==> src/rtl/pcs_pkg.sv <==
package pcs_pkg;
  typedef enum logic {
    SPACE_MEM = 1'b0,
    SPACE_IO  = 1'b1
  } space_e;

  localparam int unsigned REGION_SHIFT_DEF = 8;
endpackage

==> src/rtl/pcs_range_match.sv <==
module pcs_range_match #(
  parameter int unsigned ADDR_W = 20,
  parameter int unsigned N_SEL  = 6,
  parameter int unsigned SHIFT  = pcs_pkg::REGION_SHIFT_DEF,
  localparam int unsigned IDX_W = (N_SEL > 1) ? $clog2(N_SEL) : 1
) (
  input  logic [ADDR_W-1:0] addr_i,
  input  logic [ADDR_W-1:0] base_i,
  input  logic              strobe_i,
  input  logic              io_cycle_i,
  input  logic              space_io_i,
  output logic [N_SEL-1:0]  sel_vec_o
);
  localparam logic [ADDR_W:0] LIMIT = (ADDR_W+1)'(N_SEL) << SHIFT;

  logic [ADDR_W:0]   diff;
  logic              borrow;
  logic [ADDR_W-1:0] offs;
  logic              in_win;
  logic              space_ok;
  logic              hit;
  logic [IDX_W-1:0]  idx;

  assign diff     = {1'b0, addr_i} - {1'b0, base_i};
  assign borrow   = diff[ADDR_W];
  assign offs     = diff[ADDR_W-1:0];
  assign in_win   = !borrow && ({1'b0, offs} < LIMIT);
  assign space_ok = (pcs_pkg::space_e'(io_cycle_i) == pcs_pkg::space_e'(space_io_i));
  assign hit      = strobe_i && space_ok && in_win;
  assign idx      = offs[SHIFT +: IDX_W];

  for (genvar i = 0; i < N_SEL; i++) begin : g_sel
    assign sel_vec_o[i] = hit && (idx == IDX_W'(i));
  end
endmodule

==> src/rtl/pcs_wait_sel.sv <==
module pcs_wait_sel #(
  parameter int unsigned N_SEL  = 6,
  parameter int unsigned WAIT_W = 4
) (
  input  logic [N_SEL-1:0]        sel_vec_i,
  input  logic [N_SEL*WAIT_W-1:0] region_wait_i,
  input  logic                    dram_hit_i,
  input  logic [WAIT_W-1:0]       dram_wait_i,
  output logic [WAIT_W-1:0]       wait_o,
  output logic                    inhibit_o,
  output logic                    err_o
);
  logic [WAIT_W-1:0] region_w;
  logic              any_sel;

  always_comb begin
    region_w = '0;
    for (int i = 0; i < int'(N_SEL); i++) begin
      region_w |= {WAIT_W{sel_vec_i[i]}} & region_wait_i[i*WAIT_W +: WAIT_W];
    end
  end

  assign any_sel   = |sel_vec_i;
  assign wait_o    = any_sel ? region_w : dram_wait_i;
  assign inhibit_o = any_sel && dram_hit_i;
  // overlapping region must wait at least as long as the DRAM bank
  assign err_o     = inhibit_o && (region_w < dram_wait_i);
endmodule

==> src/rtl/pcs_decoder.sv <==
module pcs_decoder #(
  parameter int unsigned ADDR_W = 20,
  parameter int unsigned N_SEL  = 6,
  parameter int unsigned WAIT_W = 4,
  parameter int unsigned SHIFT  = pcs_pkg::REGION_SHIFT_DEF
) (
  input  logic                    clk_i,
  input  logic                    rst_ni,
  input  logic [ADDR_W-1:0]       addr_i,
  input  logic                    io_cycle_i,
  input  logic                    addr_phase_i,
  input  logic [ADDR_W-1:0]       base_i,
  input  logic                    space_io_i,
  input  logic [N_SEL*WAIT_W-1:0] region_wait_i,
  input  logic                    dram_hit_i,
  input  logic [WAIT_W-1:0]       dram_wait_i,
  output logic [N_SEL-1:0]        sel_no,
  output logic                    dram_inhibit_o,
  output logic [WAIT_W-1:0]       wait_count_o,
  output logic                    cfg_err_o
);
  logic [N_SEL-1:0]  sel_vec;
  logic [WAIT_W-1:0] wait_nxt;
  logic              inhibit_nxt;
  logic              err_nxt;
  logic              live_q;

  pcs_range_match #(
    .ADDR_W(ADDR_W), .N_SEL(N_SEL), .SHIFT(SHIFT)
  ) u_match (
    .addr_i     (addr_i),
    .base_i     (base_i),
    .strobe_i   (addr_phase_i),
    .io_cycle_i (io_cycle_i),
    .space_io_i (space_io_i),
    .sel_vec_o  (sel_vec)
  );

  pcs_wait_sel #(
    .N_SEL(N_SEL), .WAIT_W(WAIT_W)
  ) u_wait (
    .sel_vec_i     (sel_vec),
    .region_wait_i (region_wait_i),
    .dram_hit_i    (dram_hit_i),
    .dram_wait_i   (dram_wait_i),
    .wait_o        (wait_nxt),
    .inhibit_o     (inhibit_nxt),
    .err_o         (err_nxt)
  );

  always_ff @(posedge clk_i or negedge rst_ni) begin
    if (!rst_ni) begin
      sel_no         <= '1;
      dram_inhibit_o <= 1'b0;
      wait_count_o   <= '0;
      cfg_err_o      <= 1'b0;
      live_q         <= 1'b0;
    end else begin
      sel_no         <= ~sel_vec;
      dram_inhibit_o <= inhibit_nxt;
      wait_count_o   <= wait_nxt;
      cfg_err_o      <= err_nxt;
      live_q         <= 1'b1;
    end
  end

  a_r6_one_select: assert property (@(posedge clk_i) disable iff (!rst_ni)
    $onehot0(~sel_no));

  a_r7_inhibit_needs_sel: assert property (@(posedge clk_i) disable iff (!rst_ni)
    dram_inhibit_o |-> (sel_no != '1));

  a_r9_err_needs_overlap: assert property (@(posedge clk_i) disable iff (!rst_ni)
    cfg_err_o |-> dram_inhibit_o);

  a_r5_no_strobe_idle: assert property (@(posedge clk_i) disable iff (!rst_ni)
    !addr_phase_i |=> (sel_no == '1));

  a_r4_space_match: assert property (@(posedge clk_i) disable iff (!rst_ni || !live_q)
    (sel_no != '1) |-> $past(io_cycle_i == space_io_i && addr_phase_i));

  a_r8_idle_dram_wait: assert property (@(posedge clk_i) disable iff (!rst_ni || !live_q)
    (sel_no == '1) |-> (wait_count_o == $past(dram_wait_i)));
endmodule

==> config.mk <==
export PLATFORM = sky130hd
export DESIGN_NAME = pcs_decoder
export DESIGN_NICKNAME = d
export VERILOG_FILES = /design/src/rtl/pcs_pkg.sv /design/src/rtl/pcs_range_match.sv /design/src/rtl/pcs_wait_sel.sv /design/src/rtl/pcs_decoder.sv
export SDC_FILE = /design/constraint.sdc
export NUM_CORES = 1
export LEC_CHECK = 0
export BUFFER_PORTS_ARGS = -buffer_cell sky130_fd_sc_hd__buf_2
export CAP_MARGIN = 20
export CELL_PAD_IN_SITES_DETAIL_PLACEMENT = 0
export CELL_PAD_IN_SITES_GLOBAL_PLACEMENT = 1
export CORE_UTILIZATION = 37
export CTS_CLUSTER_DIAMETER = 80
export DETAILED_ROUTE_END_ITERATION = 10
export PLACE_DENSITY_LB_ADDON = 0.1
export SETUP_SLACK_MARGIN = 0.3
export SYNTH_ARGS = -nofsm -noshare
export SYNTH_HDL_FRONTEND = slang
export SYNTH_SLANG_ARGS = --single-unit
==> constraint.sdc <==
create_clock -name clk_i -period 0.82 [get_ports clk_i]
set_input_delay 0.041 -clock clk_i [delete_from_list [all_inputs] [get_ports clk_i]]
set_output_delay 0.041 -clock clk_i [all_outputs]
set_load 0.03 [all_outputs]
==> results of run 1 <==
[final cells by class]
class,count,share of cell area (%)
Multi-Input combinational cell,198,51.5
Timing Repair Buffer,166,33.3
Sequential cell,12,8.53
Inverter,25,2.74
Tap cell,70,2.43
Clock buffer,4,1.53
[Yosys cell counts (2+ instances only)]
cell type	instances
a211oi_1	3
a211oi_4	2
a21boi_0	2
a21o_1	5
a21oi_1	23
a22o_1	2
a31oi_1	3
and2_1	4
and3_1	7
and4_1	2
buf_2	3
buf_6	3
clkbuf_1	5
dfrtp_1	6
dfstp_2	6
ha_1	22
inv_1	25
mux2_2	3
mux2_4	3
mux2i_1	4
nand2_1	25
nand3_1	11
nand3b_1	3
nand4_1	8
nor2_1	3
nor2b_1	3
nor3_1	4
nor4_1	2
o2111a_1	2
o21a_1	3
o21ai_0	11
or3_1	2
xnor2_1	5
[critical path, stage by stage]
cell	delay, ns
buf_6	0.10
ha_4	0.22
a2111o_1	0.47
buf_6	0.17
a211oi_4	0.29
a211oi_4	0.11
buf_4	0.16
mux2_4	0.29
a22o_1	0.22
a21oi_2	0.17
nor2b_1	0.07
ha_1	0.33
nand3_2	0.07
o2111a_1	0.25
[kinds of logic (layout without fill, tap and decap cells)]
group                      count (synthesis)  after routing  synth area share (%)
buffers and inverters                     36            195                  8.14
AOI/OAI and AO/OA                         79             79                  30.7
DFF                                       12             12                  15.5
adders and majority gates                 22             22                  13.9
muxes                                     11             11                  6.57
xor gates and xnor gates                   6              6                  2.65
and+or+nand+nor                           80             80                  22.5
[power groups by stage]
stage	clock (mW)	combinational, mW	sequential [mW]
floorplan	0	1.26	0.638
global placement	0	2.20	0.615
detailed placement	0	2.22	0.616
CTS	0.635	2.33	0.610
global route	0.657	2.91	0.610
finish	0.627	2.70	0.609
[registers in the layout (all words and copies together), names as in the netlist]
signal          count
dram_inhibit_o      1
wait_count_o        4
cfg_err_o           1
sel_no              6
[path summary, 6_finish.rpt]
kind	slack [ns]	endpoint	depth (start not counted)	start
setup / recovery	-2.02	cfg_err_o	14	addr_i[1]
hold / removal	0.06	dram_inhibit_o	2	dram_hit_i
max in group asynchronous	0.40	sel_no[2]	2	rst_ni
min in group asynchronous	0.19	wait_count_o[0]	2	rst_ni
[what timing repair did]
action | 4_1_cts | 5_1_grt
endpoints found under the hold margin | 12 | 0
resized for setup | 36 | 58
endpoints found under the setup margin | 24 | 30
hold buffers | 1 | 0
pin swaps | 12 | 32
buffers inserted | 3 | 9
[per-layer routing]
metal  vias up  routed length (um)  part of all wire, %
met2        89                3230                   50
met3        12                 320                  4.9
li1       1237                   -                    -
met5         -                   0                    0
met4         0                  83                  1.3
met1      1144                2840                   44
[stage by stage]
step / power (mW) / worst slack (ns)
3_5_place_dp: 2.84 / -2.24
5_1_grt: 4.18 / -2.07
2_1_floorplan: 1.90 / -1.94
4_1_cts: 3.58 / -1.99
3_3_place_gp: 2.82 / -2.14
6_report: 3.94 / -2.02
==> out/results.txt, run 1 <==
Status - finished with violations
Violated checks - negative setup slack
Largest net degree at the start of global routing - 13
#FFs+latches synth - 12
Worst vdd ir - 715 uV
Period Utilization, post-route - 346%
Share of cells above drive strength 1 - 61.0%
Die area - 5650 um2
Critical Path AT - 2.96 ns
IO Count - 86
# fillers - 416
PD cells - 1090 nW/um2
Post-route minimum period - 2.84 ns
Final Wtd Congestion - 0.910
Synth area leaders - ha_1 14%, dfstp_2 8.0%, dfrtp_1 7.6%
Worst endpoint required time - 0.94 ns
Die Span Y - 75.2 um
Tightest Pin Transition - 0.350 ns
CTS H-tree depth - 1
Antenna viol nets, final - 0
Post-synthesis async set-or-reset flop share - 100%
Setup violators final - 18
Area after DPL - 3050 um2
Root Driver - clkbuf_8
Final hold vios - 0
Fin util - 70.2%
Hold Path Class - primary input to flip-flop
Finished Layout Cells - 475
Placed Instances - 458
Busiest metal layer after global routing - met2
Primary FF master, synth - dfstp_2
Sequential share of power - 15.5%
Synth Instances - 246
Critical path fanouts, max - 5
Max Transition Viols Final - 0
Clock Tree Buf Depth - 2
Row count - 26
Seq/Total Area, Yosys - 15.5%
Synth warn - 0
Number of buffers added on ports - 85
Syn_area_per_cell - 8.06 um2
Met2 GRT Util - 39.3%
PnR worst setup slack - -2.02 ns
Worst setup SP type - primary input
CTS tree - yes
CTS Buf Count - 3
Commonest cells after routing, fill and taps aside - 68 x buf_2, 68 x buf_4, 25 x buf_6
GRT Total Usage - 21.3%
Via density per instance - 5.23
GR Overflow Total - 0
Combinational fraction of design power - 68.6%
DR pass1 iterations - 4
Multi-input logic area - 1860 um2
Initial antenna violation count - 0
Vias - 2482
First-pass GRT wire length - 9640 um
Synth Cell Area - 1980 um2
Clock Power Share - 15.9%
Sequential cell area - 308 um2
RSZ-0062 raised after global routing - true
Vias in the first global route - 2270
Max-cap violations - 0
LEAKAGE - 1.75 nW
WL/cell - 13.6 um
Fmax - 0.352 GHz
Post-synth EDFFs - 0
# nets final - 502
Design area - 3610 um2
Share of the synthesized area in the top cell type - 13.9%
Switching share of power - 38.2%
Int Power - 2.43 mW
DPL Wire Length - 4840 um
Antenna diodes - 0
Critical Path End Type - flip-flop
Syn Nets - 342
Final WL - 6480 um
Residual DRC - 0
Area Growth Syn to Fin - 82.0%
Crit path kind - primary input to flip-flop
Starting density of the core - 38.6%
CTS sink cnt - 12
Met3 Use GR - 1.47%
Met1 Usage GRT - 26.7%
Initial DRC count - 104
Std-Cell Core Area - 5140 um2
CTS clk-pin slew, worst paths - 0.05 ns
Setup TNS - -18.28 ns
Largest area contributor in the netlist - ha_1
Rel. slew slack - 76.6%
P_sw - 1.51 mW
Hold Slack - 0.0591 ns
Die W - 75.2 um
Distinct cell type count after synthesis - 64
No activity file was read; power rests on OpenSTA's default activity.
==> run 2: changes to the inputs <==
--- a/config.mk
+++ b/config.mk
@@ -9,11 +9,13 @@
 export CAP_MARGIN = 20
 export CELL_PAD_IN_SITES_DETAIL_PLACEMENT = 0
 export CELL_PAD_IN_SITES_GLOBAL_PLACEMENT = 1
-export CORE_UTILIZATION = 37
+export CORE_UTILIZATION = 36
 export CTS_CLUSTER_DIAMETER = 80
 export DETAILED_ROUTE_END_ITERATION = 10
 export PLACE_DENSITY_LB_ADDON = 0.1
+export RECOVER_POWER = 25
 export SETUP_SLACK_MARGIN = 0.3
 export SYNTH_ARGS = -nofsm -noshare
 export SYNTH_HDL_FRONTEND = slang
+export SYNTH_HIERARCHICAL = 1
 export SYNTH_SLANG_ARGS = --single-unit
==> run 2 against run 1 <==
The flow still finishes with violations (negative setup slack). Fmax fell by 2.3%. First-iteration DRC count is 13% lower. Flip-flop and latch count unchanged. Setup slack lost 0.068 ns. Combinational power down 16%. Routed wire length increased by 3.0%. Sequential share of layout area shrank 0.32 points. Die area increased by 0.36%. Clock power up 3%. Utilization rose by 2.7 points. Via count up 1.9%. Critical endpoint unchanged. Largest power group unchanged.
==> out/results.txt, run 2 <==
WL/cell - 13.8 um (was 13.6 um)
Die area - 5670 um2 (was 5650 um2)
Root Driver - clkbuf_8 (unchanged)
Setup TNS - -21.43 ns (was -18.28 ns)
Post-synth EDFFs - 0 (unchanged)
Fmax - 0.344 GHz (was 0.352 GHz)
Antenna diodes - 0 (unchanged)
Seq/Total Area, Yosys - 15.9% (was 15.5%)
GRT Total Usage - 22.7% (was 21.3%)
#FFs+latches synth - 12 (unchanged)
Max Transition Viols Final - 0 (unchanged)
DPL Wire Length - 5140 um (was 4840 um)
CTS clk-pin slew, worst paths - 0.06 ns (was 0.05 ns)
Vias - 2528 (was 2482)
Top-count cell post-synth - inv_1
Synth warn - 6 (was 0)
Largest register FFs - 6 (unchanged)
Hold Path Class - primary input to flip-flop (unchanged)
Critical Path End Type - flip-flop (unchanged)
Critical Path AT - 3.08 ns (was 2.96 ns)
Hold Path Depth - 2 (unchanged)
Rel. slew slack - 74.6% (was 76.6%)
Die W - 75.3 um (was 75.2 um)
Setup violators final - 18 (unchanged)
Power Total - 3.53 mW (was 3.94 mW)
Vias in the first global route - 2369 (was 2270)
DR pass1 iterations - 4 (unchanged)
Place WS - -2.44 ns (was -2.24 ns)
CTS H-tree depth - 1 (unchanged)
Post-route minimum period - 2.91 ns (was 2.84 ns)
Hold Slack - 0.0148 ns (was 0.0591 ns)
Worst vdd ir - 548 uV (was 715 uV)
Hold endpoint - wait_count_o[0] (was dram_inhibit_o)
Distinct cell type count after synthesis - 63 (was 64)
PnR worst setup slack - -2.09 ns (was -2.02 ns)
Violated checks - negative setup slack (unchanged)
Final hold vios - 0 (unchanged)
Design area - 3750 um2 (was 3610 um2)
Max-cap violations - 0 (unchanged)
Crit path kind - primary input to flip-flop (unchanged)
Hold Startpoint - dram_wait_i[0] (was dram_hit_i)
Tightest Pin Transition - 0.379 ns (was 0.350 ns)
Via density per instance - 5.22 (was 5.23)
GR Overflow Total - 0 (unchanged)
Largest area contributor in the netlist - ha_1 (unchanged)
Syn_area_per_cell - 7.93 um2 (was 8.06 um2)
LEAKAGE - 1.76 nW (was 1.75 nW)
Largest register by flop count - sel_no (unchanged)
Initial DRC count - 91 (was 104)
# nets final - 511 (was 502)
Starting density of the core - 37.7% (was 38.6%)
Critical Path Start - addr_i[4] (was addr_i[1])
Initial antenna violation count - 0 (unchanged)
Largest registers - sel_no x6, wait_count_o x4 (unchanged)
RSZ-0062 raised after global routing - true (unchanged)
Row count - 26 (unchanged)
Finished Layout Cells - 484 (was 475)
Antenna viol nets, final - 0 (unchanged)
Post-synthesis async set-or-reset flop share - 100% (unchanged)
Die Span Y - 75.3 um (was 75.2 um)
Period Utilization, post-route - 355% (was 346%)
Worst endpoint required time - 0.99 ns (was 0.94 ns)
Commonest non-fill, non-tap cell in the layout - buf_4
Primary FF master, synth - dfstp_2 (unchanged)
Synth Cell Area - 1940 um2 (was 1980 um2)
Synth area leaders - ha_1 14%, dfstp_2 8.1%, dfrtp_1 7.8% (was ha_1 14%, dfstp_2 8.0%, dfrtp_1 7.6%)
Commonest cells after routing, fill and taps aside - 79 x buf_4, 69 x buf_2, 21 x buf_6 (was 68 x buf_2, 68 x buf_4, 25 x buf_6)
Placed Instances - 460 (was 458)
Worst setup SP type - primary input (unchanged)
Final WL - 6670 um (was 6480 um)
Clock Tree Buf Depth - 2 (unchanged)
Share of the synthesized area in the top cell type - 14.2% (was 13.9%)
Fin util - 72.9% (was 70.2%)
Number of buffers added on ports - 85 (unchanged)
Area after DPL - 3160 um2 (was 3050 um2)
First-pass GRT wire length - 10100 um (was 9640 um)
Synth Instances - 244 (was 246)
Commonest cells post-synth - 31 x inv_1, 22 x ha_1, 18 x a21oi_1 (was 25 x inv_1, 25 x nand2_1, 23 x a21oi_1)
Critical path fanouts, max - 5 (unchanged)
CTS tree - yes (unchanged)
Status - finished with violations (unchanged)
Syn Nets - 340 (was 342)
PD cells - 943 nW/um2 (was 1090 nW/um2)
Share of cells above drive strength 1 - 64.3% (was 61.0%)
Final Wtd Congestion - 0.818 (was 0.910)
IO Count - 86 (unchanged)
CTS Buf Count - 3 (unchanged)
CTS sink cnt - 12 (unchanged)
Residual DRC - 0 (unchanged)
Area Growth Syn to Fin - 93.5% (was 82.0%)
Std-Cell Core Area - 5140 um2 (unchanged)
Largest net degree at the start of global routing - 13 (unchanged)
==> run 2: worst max path at each step <==
stage,endpoint
final,cfg_err_o
after global routing,cfg_err_o
after detailed placement,cfg_err_o
after global placement,cfg_err_o
after floorplan,cfg_err_o
after CTS,cfg_err_o
==> run 2: final cells by class <==
type | count | area, um2
Fill cell | 410 | 1390
Sequential cell | 12 | 308
Tap cell | 70 | 87.6
Inverter | 31 | 136
Multi-Input combinational cell | 195 | 1950
Clock buffer | 4 | 55.1
Timing Repair Buffer | 172 | 1200
==> run 2: cell families after synthesis <==
logic type	after synthesis	share of synthesized area, %
simple gates	79	23.9
mux	1	0.517
fa+ha+maj	22	14.2
compound gates	84	33.4
xor+xnor	9	4.07
flops	12	15.9
buf+inv	37	8.02
==> run 2: critical path, cell delays in order <==
cell,delay [ns]
buf_2,0.10
ha_1,0.33
a21oi_1,0.22
a21oi_2,0.10
a211oi_2,0.20
buf_4,0.19
o31ai_2,0.08
xnor2_1,0.24
nand4_1,0.15
buf_6,0.16
nor4_4,0.28
buf_4,0.17
a22oi_1,0.07
nand3_1,0.13
ha_1,0.26
o211a_1,0.22
a21oi_2,0.12
==> run 2: metal layers <==
layer / track usage [%] / vias up / wire length [um]
met1: 27.5 / 1189 / 2840
met2: 43.3 / 56 / 3520
met3: 1.85 / 8 / 212
li1: - / 1275 / -
met4: 5.14 / 0 / 106
met5: 0 / - / 0
==> run 2: what timing repair did <==
item                                    in CTS  in global routing
endpoints found under the hold margin       12                  0
hold buffers                                 1                  0
gates resized for setup                     49                 37
endpoints found under the setup margin      24                 30
pin swaps                                   19                 20
setup buffers                               11                  8
==> run 2: power by group <==
| part | internal, mW | switching [mW] |
|---|---|---|
| clock | 0.424 | 0.220 |
| combinational | 1.17 | 1.11 |
| sequential | 0.604 | 0.00447 |
==> run 3: changes to the inputs <==
--- a/config.mk
+++ b/config.mk
@@ -9,7 +9,7 @@
 export CAP_MARGIN = 20
 export CELL_PAD_IN_SITES_DETAIL_PLACEMENT = 0
 export CELL_PAD_IN_SITES_GLOBAL_PLACEMENT = 1
-export CORE_UTILIZATION = 36
+export CORE_UTILIZATION = 34
 export CTS_CLUSTER_DIAMETER = 80
 export DETAILED_ROUTE_END_ITERATION = 10
 export PLACE_DENSITY_LB_ADDON = 0.1
==> constraint.sdc (replaced) <==
create_clock -name clk_i -period 3.15 [get_ports clk_i]
set_input_delay 0.1575 -clock clk_i [delete_from_list [all_inputs] [get_ports clk_i]]
set_output_delay 0.1575 -clock clk_i [all_outputs]
set_load 0.03 [all_outputs]
==> run 3 against run 2 <==
First-iteration DRC count grew 2.2%. Hold slack gained 0.12 ns. Count of clock-buffer cells in the layout is the same. Cell count is the same. Routed wire length shrank 3.9%. Power shrank 74%. Combinational power shrank 75%. The run now ends clean. Design area shrank 1.6%. Largest power group unchanged.
==> out/results.txt, run 3 (same netlist as run 2, synthesis figures left out) <==
Status - complete, no violations (was finished with violations)
RSZ-0062 raised after global routing - true (unchanged)
Initial antenna violation count - 0 (unchanged)
Max Transition Viols Final - 0 (unchanged)
Largest register by flop count - sel_no (unchanged)
Slowest CP cell - nor4_4 (was ha_1)
Crit path kind - primary input to flip-flop (unchanged)
Initial DRC count - 93 (was 91)
Largest register FFs - 6 (unchanged)
Commonest cells after routing, fill and taps aside - 78 x buf_4, 77 x buf_2, 24 x inv_1 (was 79 x buf_4, 69 x buf_2, 21 x buf_6)
Die W - 77.5 um (was 75.3 um)
Rel. slew slack - 56.6% (was 74.6%)
WL/cell - 13.3 um (was 13.8 um)
Residual DRC - 0 (unchanged)
Max-cap violations - 0 (unchanged)
Row count - 27 (was 26)
CTS clk-pin slew, worst paths - 0.06 ns (about the same)
Cell Chain, Critical Path - buf_6 -> inv_2 -> ha_4 -> o21a_1 -> o2111ai_4 -> o21a_4 -> o21ai_4 -> a2111oi_4 -> nand4_1 -> buf_6 -> nor4_4 -> a22oi_1 -> nand3_2 -> ha_4 -> a21oi_2 -> o311ai_2 -> a21oi_2 (was buf_2 -> ha_1 -> a21oi_1 -> a21oi_2 -> a211oi_2 -> buf_4 -> o31ai_2 -> xnor2_1 -> nand4_1 -> buf_6 -> nor4_4 -> buf_4 -> a22oi_1 -> nand3_1 -> ha_1 -> o211a_1 -> a21oi_2)
CTS tree - yes (unchanged)
CTS Buf Count - 3 (unchanged)
CTS sink cnt - 12 (unchanged)
IO Count - 86 (unchanged)
Number of buffers added on ports - 85 (unchanged)
Vias in the first global route - 2251 (was 2369)
CTS H-tree depth - 1 (unchanged)
Die Span Y - 77.5 um (was 75.3 um)
Tightest Pin Transition - 0.651 ns (was 0.379 ns)
Largest registers - sel_no x6, wait_count_o x4 (unchanged)
LEAKAGE - 1.76 nW (about the same)
Largest net degree at the start of global routing - 13 (unchanged)
# nets final - 509 (was 511)
Fin util - 66.9% (was 72.9%)
Int Power - 0.559 mW (was 2.20 mW)
Period Utilization, post-route - 96.5%
Hold Path Class - primary input to flip-flop (unchanged)
Die area - 6000 um2 (was 5670 um2)
Commonest non-fill, non-tap cell in the layout - buf_4 (unchanged)
Worst setup SP type - primary input (unchanged)
Starting density of the core - 35.2% (was 37.7%)
# fillers - 462 (was 410)
Area Growth Syn to Fin - 90.4% (was 93.5%)
Switching share of power - 38.0% (was 37.8%)
Clock Tree Buf Depth - 2 (unchanged)
Via density per instance - 5.12 (was 5.22)
Critical Path Start - base_i[2] (was addr_i[4])
Share of cells above drive strength 1 - 62.1% (was 64.3%)
Hold Path Depth - 2 (unchanged)
Hold Startpoint - dram_wait_i[0] (unchanged)
Critical Path End Type - flip-flop (unchanged)
Fmax - 0.329 GHz
Antenna diodes - 0 (unchanged)
Design area - 3690 um2 (was 3750 um2)
Worst vdd ir - 135 uV (was 548 uV)
Critical path fanouts, max - 5 (unchanged)
Final hold vios - 0 (unchanged)
Area after DPL - 3100 um2 (was 3160 um2)
PD cells - 245 nW/um2 (was 943 nW/um2)
Root Driver - clkbuf_8 (unchanged)
Post-route minimum period - 3.04 ns
Vias - 2479 (was 2528)
Std-Cell Core Area - 5510 um2 (was 5140 um2)
Sequential share of power - 17.5% (was 17.2%)
Critical Path AT - 3.21 ns (was 3.08 ns)
Final WL - 6410 um (was 6670 um)
DPL Wire Length - 5010 um (was 5140 um)
CP max stage delay - 0.37 ns (was 0.33 ns)
First-pass GRT wire length - 9680 um (was 10100 um)
Worst endpoint required time - 3.32 ns (was 0.99 ns)
P_sw - 0.342 mW (was 1.33 mW)
GRT Total Usage - 19.7% (was 22.7%)
Clock Power Share - 18.6% (was 18.2%)
Combinational fraction of design power - 63.9% (was 64.5%)
DR pass1 iterations - 4 (unchanged)
Setup violators final - 0 (was 18)
Final Wtd Congestion - 0.838 (was 0.818)
Antenna viol nets, final - 0 (unchanged)
GR Overflow Total - 0 (unchanged)
## run 3: cell types whose count changed in the layout (fill, tap and decap cells not counted), moves of 4 or more
cell     change
a22oi_1      -4
ha_1         +4
a22oi_2      +4
buf_6        -9
inv_1        +5
buf_2        +8
## run 3: area by class of cell
class                   count  area (um2)  area share [%]
inverters                  31         131            3.56
well taps                  72        90.1            2.44
flip-flops and latches     12         308            8.35
clock buffers               4        55.1            1.49
multi-input cells         195        1960            53.2
repair buffers            170        1140            30.9
## run 3: worst max-delay path: cells and delay by family
family | cells | cell delay (ns)
AO/OA/AOI/OAI | 9 | 1.65
AND/OR/NAND/NOR | 3 | 0.68
adder cells (fa/ha/maj) | 2 | 0.42
buffers and inverters | 3 | 0.32
## run 3: worst paths after layout
kind	slack (ns)	to
min in group asynchronous	0.45	wait_count_o[3]
max in group asynchronous	2.29	wait_count_o[1]
min	0.13	wait_count_o[0]
max	0.11	cfg_err_o
## run 3: power by group through the flow
stage	clock, mW	sequential [mW]	combinational [mW]
after floorplan	0	0.166	0.282
after global placement	0	0.160	0.468
after detailed placement	0	0.160	0.474
after CTS	0.170	0.158	0.523
after global routing	0.181	0.158	0.629
final	0.167	0.158	0.577
## run 3: per-stage QoR
| step | hold slack [ns] | setup TNS, ns | instances | worst slack [ns] | power, mW |
|---|---|---|---|---|---|
| 2_1_floorplan | -0.138 | -0.0313 | 244 | -0.0313 | 0.448 |
| 3_3_place_gp | 0.0444 | -0.201 | 459 | -0.201 | 0.629 |
| 3_5_place_dp | 0.0433 | -0.368 | 459 | -0.248 | 0.635 |
| 4_1_cts | 0.127 | 0 | 474 | 0.0708 | 0.851 |
| 5_1_grt | 0.138 | -0.0812 | 484 | -0.0812 | 0.968 |
| 6_report | 0.134 | 0 | 484 | 0.110 | 0.902 |
## run 3: layer usage
layer / vias to the layer above / routed length, um / GRT usage [%]
li1: 1264 / - / -
met1: 1142 / 2690 / 23.6
met2: 65 / 3380 / 36.3
met3: 8 / 236 / 1.29
met4: 0 / 104 / 7.36
met5: - / 0 / 0
## run 3: repair_timing
item,4_1_cts,5_1_grt
buffers inserted,10,10
endpoints found under the hold margin,6,0
hold buffers,1,0
gates resized for setup,27,42
endpoints found under the setup margin,6,6
pin swaps,23,39
